$ cat src/rtl/rss_pkg.sv
package rss_pkg;

  typedef enum logic [2:0] {
    ST_RUN,
    ST_REF,
    ST_GAP,
    ST_SRIN,
    ST_SR,
    ST_XNOP,
    ST_DLLR,
    ST_DWAIT
  } seqState_e;

  typedef enum logic [1:0] {
    LD_RFC,
    LD_SNR,
    LD_DLL
  } phaseSel_e;

  typedef struct packed {
    logic      load;
    phaseSel_e ldSel;
    logic      refIssued;
    logic      srEnter;
    logic      hold;
  } ctrlStrobe_t;

endpackage

$ cat src/rtl/rss_dpath.sv
module rss_dpath
  import rss_pkg::*;
#(
  parameter int INT_CYC  = 780,
  parameter int SNR_CYC  = 10,
  parameter int DLL_WAIT = 200,
  parameter int RFC_CYC  = 4,
  parameter int OWE_W    = 3
) (
  input  logic             clk,
  input  logic             rstN,
  input  ctrlStrobe_t      stb,
  output logic             refPending,
  output logic [OWE_W-1:0] postponed,
  output logic             overflow,
  output logic             phaseDone
);

  localparam int INT_W  = (INT_CYC > 2) ? $clog2(INT_CYC) : 1;
  localparam int PH_TOP = (DLL_WAIT > SNR_CYC) ?
                          ((DLL_WAIT > RFC_CYC) ? DLL_WAIT : RFC_CYC) :
                          ((SNR_CYC > RFC_CYC) ? SNR_CYC : RFC_CYC);
  localparam int PH_W   = $clog2(PH_TOP + 1);
  localparam logic [INT_W-1:0] INT_LAST = INT_W'(INT_CYC - 1);
  localparam logic [OWE_W-1:0] OWE_FULL = '1;

  logic [INT_W-1:0] intCnt;
  logic             tick;
  logic [PH_W-1:0]  phCnt;
  logic [PH_W-1:0]  loadVal;

  // interval counter, parked at zero whenever the device is asleep or recovering
  assign tick = !stb.hold && (intCnt == INT_LAST);

  always_ff @(posedge clk) begin
    if (!rstN)                              intCnt <= '0;
    else if (stb.hold || intCnt == INT_LAST) intCnt <= '0;
    else                                     intCnt <= intCnt + 1'b1;
  end

  // refresh backlog: one pending bit plus a saturating count of later ones
  always_ff @(posedge clk) begin
    if (!rstN) begin
      refPending <= 1'b0;
      postponed  <= '0;
      overflow   <= 1'b0;
    end else if (stb.srEnter) begin
      refPending <= 1'b0;
      postponed  <= '0;
    end else begin
      unique case ({tick, stb.refIssued})
        2'b10: begin
          if (!refPending)                refPending <= 1'b1;
          else if (postponed == OWE_FULL) overflow   <= 1'b1;
          else                            postponed  <= postponed + 1'b1;
        end
        2'b01: begin
          if (postponed != '0) postponed  <= postponed - 1'b1;
          else                 refPending <= 1'b0;
        end
        default: ;
      endcase
    end
  end

  // phase timer shared by the refresh gap, exit hold and DLL relock wait
  always_comb begin
    unique case (stb.ldSel)
      LD_SNR:  loadVal = PH_W'(SNR_CYC - 1);
      LD_DLL:  loadVal = PH_W'(DLL_WAIT - 1);
      default: loadVal = PH_W'(RFC_CYC - 1);
    endcase
  end

  always_ff @(posedge clk) begin
    if (!rstN)             phCnt <= '0;
    else if (stb.load)     phCnt <= loadVal;
    else if (phCnt != '0)  phCnt <= phCnt - 1'b1;
  end

  assign phaseDone = (phCnt == '0);

  p_overflow_sticky_r5: assert property (@(posedge clk) disable iff (!rstN)
    overflow |=> overflow);

  p_owed_clear_asleep_r8: assert property (@(posedge clk) disable iff (!rstN)
    stb.hold |=> (postponed == '0 && !refPending));

  p_owed_saturate_r3: assert property (@(posedge clk) disable iff (!rstN)
    (postponed == OWE_FULL && !stb.refIssued && !stb.srEnter) |=> postponed == OWE_FULL);

endmodule

$ cat src/rtl/rss_ctrl.sv
module rss_ctrl
  import rss_pkg::*;
(
  input  logic        clk,
  input  logic        rstN,
  input  logic        allIdle,
  input  logic        sleepReq,
  input  logic        wakeReq,
  input  logic        refPending,
  input  logic        phaseDone,
  output ctrlStrobe_t stb,
  output logic        csN,
  output logic        rasN,
  output logic        casN,
  output logic        weN,
  output logic        cke,
  output logic        ready
);

  seqState_e state, nextState;

  always_ff @(posedge clk) begin
    if (!rstN) state <= ST_RUN;
    else       state <= nextState;
  end

  always_comb begin
    nextState     = state;
    stb.load      = 1'b0;
    stb.ldSel     = LD_RFC;
    stb.refIssued = 1'b0;
    stb.srEnter   = 1'b0;
    stb.hold      = 1'b0;
    unique case (state)
      ST_RUN: begin
        if (sleepReq && allIdle)        nextState = ST_SRIN;
        else if (refPending && allIdle) nextState = ST_REF;
      end
      ST_REF: begin
        stb.refIssued = 1'b1;
        stb.load      = 1'b1;
        stb.ldSel     = LD_RFC;
        nextState     = ST_GAP;
      end
      ST_GAP:  if (phaseDone) nextState = ST_RUN;
      ST_SRIN: begin
        stb.srEnter = 1'b1;
        stb.hold    = 1'b1;
        nextState   = ST_SR;
      end
      ST_SR: begin
        stb.hold = 1'b1;
        if (wakeReq) begin
          stb.load  = 1'b1;
          stb.ldSel = LD_SNR;
          nextState = ST_XNOP;
        end
      end
      ST_XNOP: begin
        stb.hold = 1'b1;
        if (phaseDone) nextState = ST_DLLR;
      end
      ST_DLLR: begin
        stb.hold  = 1'b1;
        stb.load  = 1'b1;
        stb.ldSel = LD_DLL;
        nextState = ST_DWAIT;
      end
      ST_DWAIT: begin
        stb.hold = 1'b1;
        if (phaseDone) nextState = ST_RUN;
      end
      default: nextState = ST_RUN;
    endcase
  end

  // pin decode: {cke, csN, rasN, casN, weN}
  always_comb begin
    unique case (state)
      ST_REF:  {cke, csN, rasN, casN, weN} = 5'b1_0001;
      ST_SRIN: {cke, csN, rasN, casN, weN} = 5'b0_0001;
      ST_SR:   {cke, csN, rasN, casN, weN} = 5'b0_1111;
      ST_DLLR: {cke, csN, rasN, casN, weN} = 5'b1_0000;
      default: {cke, csN, rasN, casN, weN} = 5'b1_0111;
    endcase
  end

  assign ready = (state == ST_RUN);

  p_ref_needs_idle_r2: assert property (@(posedge clk) disable iff (!rstN)
    state == ST_REF |-> $past(allIdle));

  p_sleep_needs_idle_r6: assert property (@(posedge clk) disable iff (!rstN)
    state == ST_SRIN |-> ($past(allIdle) && $past(sleepReq)));

  p_dll_after_hold_r9: assert property (@(posedge clk) disable iff (!rstN)
    state == ST_DLLR |-> $past(state) == ST_XNOP);

  p_ready_awake_r10: assert property (@(posedge clk) disable iff (!rstN)
    ready |-> (cke && !csN));

  p_cke_rise_exit_r9: assert property (@(posedge clk) disable iff (!rstN)
    $rose(cke) |-> state == ST_XNOP);

endmodule

$ cat src/rtl/refresh_sleep_seq.sv
module refresh_sleep_seq
  import rss_pkg::*;
#(
  parameter int CLK_PS    = 20000,
  parameter int REFWIN_NS = 15600,
  parameter int SNR_NS    = 200,
  parameter int DLL_WAIT  = 200,
  parameter int RFC_CYC   = 4,
  parameter int OWE_W     = 3
) (
  input  logic             clk,
  input  logic             rstN,
  input  logic             allIdle,
  input  logic             sleepReq,
  input  logic             wakeReq,
  output logic             csN,
  output logic             rasN,
  output logic             casN,
  output logic             weN,
  output logic             cke,
  output logic             ready,
  output logic [OWE_W-1:0] owedLate,
  output logic             owedOverflow
);

  // interval rounded down so no interval is ever stretched; exit hold rounded up
  localparam int INT_CYC = (REFWIN_NS * 1000) / CLK_PS;
  localparam int SNR_CYC = (SNR_NS * 1000 + CLK_PS - 1) / CLK_PS;

  ctrlStrobe_t stb;
  logic        refPending;
  logic        phaseDone;

  rss_ctrl u_ctrl (
    .clk        (clk),
    .rstN       (rstN),
    .allIdle    (allIdle),
    .sleepReq   (sleepReq),
    .wakeReq    (wakeReq),
    .refPending (refPending),
    .phaseDone  (phaseDone),
    .stb        (stb),
    .csN        (csN),
    .rasN       (rasN),
    .casN       (casN),
    .weN        (weN),
    .cke        (cke),
    .ready      (ready)
  );

  rss_dpath #(
    .INT_CYC  (INT_CYC),
    .SNR_CYC  (SNR_CYC),
    .DLL_WAIT (DLL_WAIT),
    .RFC_CYC  (RFC_CYC),
    .OWE_W    (OWE_W)
  ) u_dpath (
    .clk        (clk),
    .rstN       (rstN),
    .stb        (stb),
    .refPending (refPending),
    .postponed  (owedLate),
    .overflow   (owedOverflow),
    .phaseDone  (phaseDone)
  );

endmodule

$ cat config.mk
export PLATFORM = sky130hd
export DESIGN_NAME = refresh_sleep_seq
export DESIGN_NICKNAME = d
export VERILOG_FILES = /design/src/rtl/rss_pkg.sv /design/src/rtl/rss_dpath.sv /design/src/rtl/rss_ctrl.sv /design/src/rtl/refresh_sleep_seq.sv
export SDC_FILE = /design/constraint.sdc
export NUM_CORES = 1
export LEC_CHECK = 0
export BUFFER_PORTS_ARGS = -buffer_cell sky130_fd_sc_hd__buf_4
export CORE_MARGIN = 2
export CORE_UTILIZATION = 57
export DETAILED_ROUTE_END_ITERATION = 7
export PLACE_DENSITY = 0.82
export SYNTH_ARGS = -nofsm -noshare
export SYNTH_HDL_FRONTEND = slang
export SYNTH_HIERARCHICAL = 1
export SYNTH_SLANG_ARGS = --single-unit
$ cat constraint.sdc
create_clock -name clk -period 3 [get_ports clk]
set_clock_uncertainty 0.15 [all_clocks]
set_input_delay 0.45 -clock clk [delete_from_list [all_inputs] [get_ports clk]]
set_output_delay 0.45 -clock clk [all_outputs]
set_load 0.05 [all_outputs]
; Word level (Yosys, flattened, before mapping)
; Index checks and enable logic that the tools add are counted.
[totals]
input_bits = 5
elab_cells = 78
register_bits = 26
out_inout_bits = 10
[classes]
n_bitwise = 2
n_eq_ne = 21
add_sub_neg = 4
n_reduce_logical = 21
n_mux = 24
[ops]
columns = cell, count
row1 = $mux 3, 9
row2 = $pmux 3 s7, 1
row3 = $mux 8, 2
row4 = $pmux 8 s2, 1
row5 = $eq 3x3->1 const B, 5
row6 = $reduce_and 4->1, 3
row7 = $add 10x1->10 const B, 1
row8 = $eq 10x10->1 const B, 1
row9 = $pmux 3 s3, 1
row10 = $logic_not 8->1, 1
row11 = $mux 1, 8
row12 = $ne 2x2->1 const B, 4
row13 = $reduce_bool 8->1, 1
row14 = $reduce_or 2->1, 4
row15 = $sub 8x1->8 const B, 1
row16 = $eq 3x2->1 const B, 2
row17 = $ne 2x1->1 const B, 3
row18 = $pmux 3 s2, 1
row19 = $reduce_or 5->1, 1
row20 = $eq 2x1->1 const B, 2
row21 = $eq 2x2->1 const B, 2
row22 = $reduce_bool 2->1, 2
row23 = $add 3x1->3 const B, 1
row24 = $eq 3x1->1 const B, 1
row25 = other kinds (11), 14

; Logic depth before layout (Yosys ltp)
; Gate-level depths: netlist of run 1.
[logic_depth]
ltp_word = 8
mapped_depth = 10
mapped_depth_nobuf = 9

; By module
; Netlist of run 1, hierarchy kept.
[by_module_without_submodules]
columns = mod, seq_area_each_um2, instances, area_each_um2, cells_per_inst
row1 = rss_dpath, 460.4, 1, 1217.4, 142
row2 = rss_ctrl, 60.1, 1, 264.0, 38

; Worst setup path after synthesis of run 1
; Ideal clock, no wire load.
[synth_path]
path_kind = reg2out
from = register u_ctrl.state[1]
to = output port cke
path_buffers = 1
path_stages_with_launch = 4
slack_ns = 0.263
t_required_ns = 2.400
arrival_time_ns = 2.137
cell_sequence = dfxtp_1 buf_2 nor3_1 nor2_1
[synth_via]
elab_chain_cells = 3
word_cells_on_any_way = 4
cone_classes = eq/ne (2) / mux (1) / reduce/logical (1)
[synth_rtl]
columns = item, line_no
row1 = start: declaration, rss_ctrl.sv:20  ; seqState_e state, nextState;
row2 = start signal: assignment, rss_ctrl.sv:24  ; else state <= nextState;
row3 = $eq 3x2->1 or $eq 3x3->1 (tied branches), rss_ctrl.sv:79  ; unique case (state)
row4 = $reduce_or 2->1 (no line) *, n/a
row5 = $mux 1 *, rss_ctrl.sv:79
row6 = end: declaration, refresh_sleep_seq.sv:20  ; output logic cke,
; Mark *: on every way between the ends. The rest lies on a longest branch, timed or not.

==> results of run 1 <==
area by class of cell:
cell class | count | area (um2) | area share [%]
Multi-Input combinational cell | 136 | 874.6 | 53.94
Inverter | 12 | 47.55 | 2.932
Tap cell | 30 | 37.54 | 2.315
Sequential cell | 26 | 520.5 | 32.10
Clock buffer | 4 | 36.28 | 2.238
Timing Repair Buffer | 14 | 105.1 | 6.481
worst paths after layout:
check	start	to	depth (start not counted)
max	u_ctrl/state[2]$_SDFFE_PN0P_	u_dpath/postponed[1]$_SDFFE_PP0P_	9
min	rstN	u_dpath/overflow$_SDFFE_PN0P_	2
min reg2reg	u_dpath/intCnt[0]$_SDFF_PP0_	u_dpath/intCnt[0]$_SDFF_PP0_	1
max reg2reg	u_ctrl/state[2]$_SDFFE_PN0P_	u_dpath/postponed[1]$_SDFFE_PP0P_	9
state kept, by name (all words and copies together) (netlist names):
name and count:
u_dpath/overflow 1, u_dpath/phCnt 8, u_dpath/intCnt 10, u_dpath/refPending 1, u_ctrl/state 3, u_dpath/postponed 3
synth_stat cells, drive strengths merged (3+ instances only):
master and count:
o21a 3, xor2 5, inv 12, xnor2 8, and3 6, dfxtp 26
o21ai 6, nand3 5, buf 5, nand2b 5, a21oi 5, ha 4
nand2 12, nor2b 3, o311ai 3, nor2 27, nor3 9
timing repair:
| item | 4_1_cts | 5_1_grt |
|---|---|---|
| endpoints found under the hold margin | 0 | 0 |
| gates resized for setup | 0 | 1 |
| setup endpoints to repair | 0 | 1 |
| buffers inserted | 0 | 0 |
worst reg2reg max path, cell delays in order (launching register included):
cell	delay [ps]
dfxtp_1	460
inv_4	130
nand2_1	80
or4b_1	500
o31ai_2	290
xnor2_1	160
ha_1	260
and4b_1	200
o21ai_0	200
o311ai_0	200
power groups by stage:
| stage | clock network [W] | logic, W | registers (W) |
|---|---|---|---|
| finish | 0.000174 | 0.000562 | 0.000480 |
| global route | 0.000193 | 0.000627 | 0.000494 |
| detailed placement | 0 | 0.000553 | 0.000487 |
| CTS | 0.000183 | 0.000559 | 0.000478 |
| floorplan | 0 | 0.000476 | 0.000450 |
| global placement | 0 | 0.000529 | 0.000482 |
through the flow:
step           utilization [%]  hold slack, ps  instance area, um2
3_5_place_dp             63.79           302.9                1580
2_1_floorplan                -           267.6                1481
5_1_grt                  65.45           272.5                1622
3_3_place_gp             63.79           280.2                1580
6_report                 65.45           285.7                1622
4_1_cts                  65.25           274.8                1617
kinds of logic after synthesis:
logic type / synth area share (%)
AND/OR/NAND/NOR: 29.65
AO/OA/AOI/OAI: 16.64
flip-flops: 35.14
buffers and inverters: 6.166
XOR/XNOR: 7.686
adder cells (fa/ha/maj): 3.379
multiplexers: 1.351
layer usage:
| layer | vias to the layer above | share of wire, % | wire (um) |
|---|---|---|---|
| met5 | - | 0 | 0 |
| met3 | 2 | 5.1 | 154 |
| met2 | 39 | 47 | 1406 |
| met4 | 0 | 0.50 | 15 |
| met1 | 578 | 48 | 1440 |
| li1 | 665 | - | - |
==> results.py, run 1 <==
metrics = {
    "global_route": {
        "grt_use_total_pct": 22.42,
        "use_met2_pct": 38.69,
        "grt_pass1_wl_mm": 4.974,
        "grt-ovfl-total": 0,
        "busiest_layer": "met2",
        "grt_use_met1_pct": 30.12,
        "met3_usage_pct": 2.419,
        "grt_antenna_before_repair": 0,
        "grt_pass1_vias": 1168,
        "grt_max_degree": 15,
    },
    "worst_setup_path": {
        "crit_buf_inv": 1,
        "required_ps": 3030,
        "crit_type": "flop to flop",
        "crit_chain": "inv_4 > nand2_1 > or4b_1 > o31ai_2 > xnor2_1 > ha_1 > and4b_1 > o21ai_0 > o311ai_0",
        "crit_fanout": 10,
        "critPathLaunchType": "flop",
        "slowest_delay_ps": 500,
        "path_delay_family": "simple AND/OR/NAND/NOR gates",
        "critPathSlowestCell": "or4b_1",
        "reg2reg_setup_slack_ps": 250,
        "end_kind": "flop",
        "cp.arrival_ps": 2780,
    },
    "sta": {
        "max_freq_ghz": 0.3630,
        "drv_slew": 0,
        "setup_tns_ps": 0,
        "slew_headroom_pct": 67.60,
        "setup-violations-final": 0,
        "post-route-min-period_ps": 2755,
        "final_hold_viol_count": 0,
        "rsz0062_at_grt": "false",
        "fin_crit_sh_pct": 91.83,
        "fin_ws_ps": 245.1,
        "worst_pin_slew_ps": 481.6,
    },
    "detailed_routing": {
        "dr.pass1.iters": 4,
        "avgViaCountPerCell": 5.784,
        "drt_iter0_drc": 36,
        "antenna_left": 0,
        "drc": 0,
        "postRouteWirelength_mm": 3.016,
        "vias": 1284,
        "wire_per_inst_um": 13.59,
    },
    "logic_synthesis": {
        "ys.flop_type": "dfxtp_1",
        "synthTopCellsByArea": "dfxtp_1 35%, nor2_1 6.8%, xnor2_1 4.7%",
        "synth_edf_count": 0,
        "yosys.area.top_type": "dfxtp_1",
        "synth.avg_cell_area_um2": 8.230,
        "yosysWarnings": 6,
        "synth_nets": 189,
        "synth_top_cell_area_share_pct": 35.14,
        "syn_inst": 180,
        "synthDistinctLibCells": 50,
        "synth_area_um2": 1481,
        "synth_seq_area_share_pct": 35.14,
        "synth_seq_cells": 26,
        "synthArstFlopShare_pct": 0,
    },
    "floorplanning": {
        "std_cell_rows": 18,
        "die_w_um": 54.98,
        "core_um2": 2477,
        "initial_core_util_pct": 59.80,
        "ioPinCount": 15,
        "dieArea_um2": 3023,
        "chipHeight_um": 54.98,
    },
    "clocking": {
        "htreeDepth": 1,
        "cts_buffer_depth": 2,
        "cts_tree": "done",
        "cts.clk_slew.worst_paths_ps": 140,
        "insertion_delay_ps": 310,
        "clock_sinks": 26,
        "root_buffer": "clkbuf_4",
        "postCtsHoldBufs": 0,
        "cts_made_buffers": 3,
    },
    "final_layout": {
        "fin_cells": 222,
        "drive_gt1_share_pct": 13.54,
        "areaGrowthSynthToFinish_pct": 9.460,
        "mostFrequentLayoutCells": "27 x nor2_1, 26 x dfxtp_1, 14 x buf_4",
        "antenna_cells": 0,
        "final_common_cell": "nor2_1",
        "num-nets-final": 202,
        "final.fill_count": 214,
    },
    "placement": {
        "pre_cts_slack_ps": 229.7,
        "portBuffers": 14,
        "hpwl_mm": 2.236,
        "dp.cells": 218,
        "routabilityCongestion": 0.8909,
    },
    "pwr": {
        "comb_power_share_pct": 46.2,
        "leakagePower_nw": 0.6341,
        "p_switching_w": 0.0005033,
        "max-vdd-ir-drop_mv": 0.5471,
        "p_per_area_nw_per_um2": 750.2,
        "p_sw_share_pct": 41.37,
        "totalPowerFinal_w": 0.001217,
        "cell_internal_pwr_w": 0.0007132,
        "seqPwrFrac_pct": 39.5,
        "p_clk_share_pct": 14.3,
    },
    "job": {
        "cap_violations": 0,
    },
    "status": {
        "status": "finished clean",
    },
    "min_path": {
        "hold_path_class": "input pin to flop",
    },
}
No activity file was read; power rests on OpenSTA's default activity.
==> run 2, diff against run 1 <==
--- a/config.mk
+++ b/config.mk
@@ -9,8 +9,7 @@
 export CORE_MARGIN = 2
 export CORE_UTILIZATION = 57
 export DETAILED_ROUTE_END_ITERATION = 7
-export PLACE_DENSITY = 0.82
+export PLACE_DENSITY = 0.83
 export SYNTH_ARGS = -nofsm -noshare
 export SYNTH_HDL_FRONTEND = slang
-export SYNTH_HIERARCHICAL = 1
 export SYNTH_SLANG_ARGS = --single-unit
==> results.py, run 2 <==
metrics = {
    "clocking": {
        "cts.clk_slew.worst_paths_ps": 140,
        "cts_resized": 0,
        "cts_made_buffers": 3,
        "clock_sinks": 26,
        "htreeDepth": 1,
        "cts_buffer_depth": 2,
        "cts_tree": "done",
        "insertion_delay_ps": 320,
        "root_buffer": "clkbuf_4",
        "postCtsHoldBufs": 0,
        "cts_setup_buffers": 0,
    },
    "worst_setup_path": {
        "crit_type": "flop to flop",
        "cp.arrival_ps": 2710,
        "reg2reg_from": "u_dpath.intCnt[0]$_SDFF_PP0_",
        "required_ps": 3120,
        "crit_fanout": 5,
        "reg2reg_depth": 9,
        "r2r-end": "u_dpath.postponed[2]$_SDFFE_PP0P_",
        "startpoint": "u_dpath.intCnt[0]$_SDFF_PP0_",
        "end_kind": "flop",
        "reg2reg_setup_slack_ps": 410,
        "critPathLaunchType": "flop",
    },
    "logic_synthesis": {
        "synthArstFlopShare_pct": 0,
        "synth_area_um2": 1453,
        "synthDistinctLibCells": 44,
        "yosysWarnings": 0,
        "synthTopCellsByArea": "dfxtp_1 36%, nor2_1 4.4%, xnor2_1 4.2%",
        "synth.avg_cell_area_um2": 8.397,
        "synth_seq_area_share_pct": 35.83,
        "synth_most_common_cell": "dfxtp_1",
        "yosys.area.top_type": "dfxtp_1",
        "synth_seq_cells": 26,
        "synth_top_cell_area_share_pct": 35.83,
        "syn_inst": 173,
        "ys.flop_type": "dfxtp_1",
        "synth_nets": 182,
        "synth_common_cells": "26 x dfxtp_1, 17 x nor2_1, 12 x nand2_1",
        "synth_edf_count": 0,
    },
    "min_path": {
        "holdPathStages": 3,
        "hold_path_class": "input pin to flop",
        "whs_endpoint": "u_ctrl.state[2]$_SDFFE_PN0P_",
        "worstHoldStart": "rstN",
    },
    "sta": {
        "worst_pin_slew_ps": 571.3,
        "rsz0062_at_grt": "false",
        "drv_slew": 0,
        "fin_crit_sh_pct": 86.46,
        "max_freq_ghz": 0.3855,
        "setup-violations-final": 0,
        "fin_ws_ps": 406.1,
        "final_hold_viol_count": 0,
        "setup_tns_ps": 0,
        "slew_headroom_pct": 61.57,
        "hold_ws_ps": 282.7,
        "post-route-min-period_ps": 2594,
    },
    "placement": {
        "dp.cells": 210,
        "hpwl_mm": 2.105,
        "portBuffers": 14,
        "routabilityCongestion": 0.8607,
        "pre_cts_slack_ps": 418.7,
    },
    "detailed_routing": {
        "dr.pass1.iters": 4,
        "drc": 0,
        "antenna_left": 0,
        "postRouteWirelength_mm": 2.800,
        "wire_per_inst_um": 13.08,
        "avgViaCountPerCell": 5.925,
        "drt_iter0_drc": 14,
        "vias": 1268,
    },
    "final_layout": {
        "multiInputGateArea_um2": 863.3,
        "drive_gt1_share_pct": 13.04,
        "final_common_cell": "dfxtp_1",
        "final.fill_count": 200,
        "fin_cells": 214,
        "mostFrequentLayoutCells": "26 x dfxtp_1, 17 x nor2_1, 16 x buf_4",
        "areaGrowthSynthToFinish_pct": 11.80,
        "num-nets-final": 194,
        "max_flop_register": "u_dpath.intCnt",
        "antenna_cells": 0,
        "seq_area_um2": 520.5,
        "largest_reg_flops": 10,
        "reg.largest.list": "u_dpath.intCnt: 10 flops, u_dpath.phCnt: 8 flops",
    },
    "global_route": {
        "grt_max_degree": 17,
        "grt_pass1_wl_mm": 4.774,
        "grt-ovfl-total": 0,
        "grt_antenna_before_repair": 0,
        "grt_pass1_vias": 1155,
        "grt_use_total_pct": 22.17,
    },
    "floorplanning": {
        "chipHeight_um": 54.48,
        "dieArea_um2": 2968,
        "core_um2": 2455,
        "initial_core_util_pct": 59.17,
        "ioPinCount": 15,
        "std_cell_rows": 18,
        "die_w_um": 54.48,
    },
    "status": {
        "status": "finished clean",
    },
    "pwr": {
        "p_per_area_nw_per_um2": 774.7,
        "totalPowerFinal_w": 0.001258,
        "leakagePower_nw": 0.6294,
        "max-vdd-ir-drop_mv": 0.5138,
    },
    "job": {
        "cap_violations": 0,
    },
}
[run 2: cell types whose count changed after synthesis, moves of 4 or more]
cell	change
nor2_1	-10
nor3_1	-6
clkbuf_1	+5
a21boi_1	+4
a21oi_1	+4
o21ai_1	+4
or4_1	+4
[run 2: logic make-up (layout without fill, tap and decap cells)]
| group | Yosys count | count (layout) | share of synthesized area [%] |
|---|---|---|---|
| buf+inv | 17 | 28 | 4.995 |
| simple gates | 73 | 73 | 28.60 |
| mux | 5 | 5 | 3.445 |
| fa+ha+maj | 4 | 4 | 3.445 |
| flops | 26 | 26 | 35.83 |
| xor+xnor | 12 | 12 | 7.235 |
| compound gates | 36 | 36 | 16.45 |
[run 2: area by class of cell]
class                      instances  area share, %
multi-input combinational        130          53.16
sequential                        26          32.05
inverter                           8          1.849
timing repair buffer              16          7.396
clock buffer                       3          1.387
tap                               30          2.311
clock inverter                     1          1.849
[run 2: worst max-delay path by stage]
stage	end	cells after the start	slack (ps)
finish	u_dpath.postponed[2]$_SDFFE_PP0P_	9	410
global route	u_dpath.postponed[2]$_SDFFE_PP0P_	9	140
CTS	u_dpath.postponed[2]$_SDFFE_PP0P_	9	390
detailed placement	u_dpath.postponed[2]$_SDFFE_PP0P_	9	420
global placement	u_dpath.postponed[2]$_SDFFE_PP0P_	9	500
floorplan	cke	3	10
[run 2: power breakdown]
group	internal, W	switching [W]
logic	0.000239	0.000302
clock network	0.000135	0.000104
registers	0.000407	0.0000710
total	0.000781	0.000477
[run 2: stage by stage]
step | utilization (%) | instance area, um2
2_1_floorplan | - | 1456
4_1_cts | 66.16 | 1624
5_1_grt | 66.16 | 1624
3_3_place_gp | 64.02 | 1572
6_report | 66.16 | 1624
3_5_place_dp | 64.02 | 1572
[run 2: layer usage]
metal	track usage (%)	vias to the layer above	share of wire, %
met5	0	-	0
met4	10.42	0	1.5
met3	3.279	4	2.4
met2	39.76	13	51
met1	25.64	614	46
li1	-	637	-
[run 2: worst max-delay path, cell delays in order (launching register included)]
cell     delay (ps)
dfxtp_1         420
ha_1            270
nand4_1         160
nor4_4          260
nor2_1           90
xor2_1          140
ha_1            200
or4_1           500
mux2i_1         170
mux2i_1         180
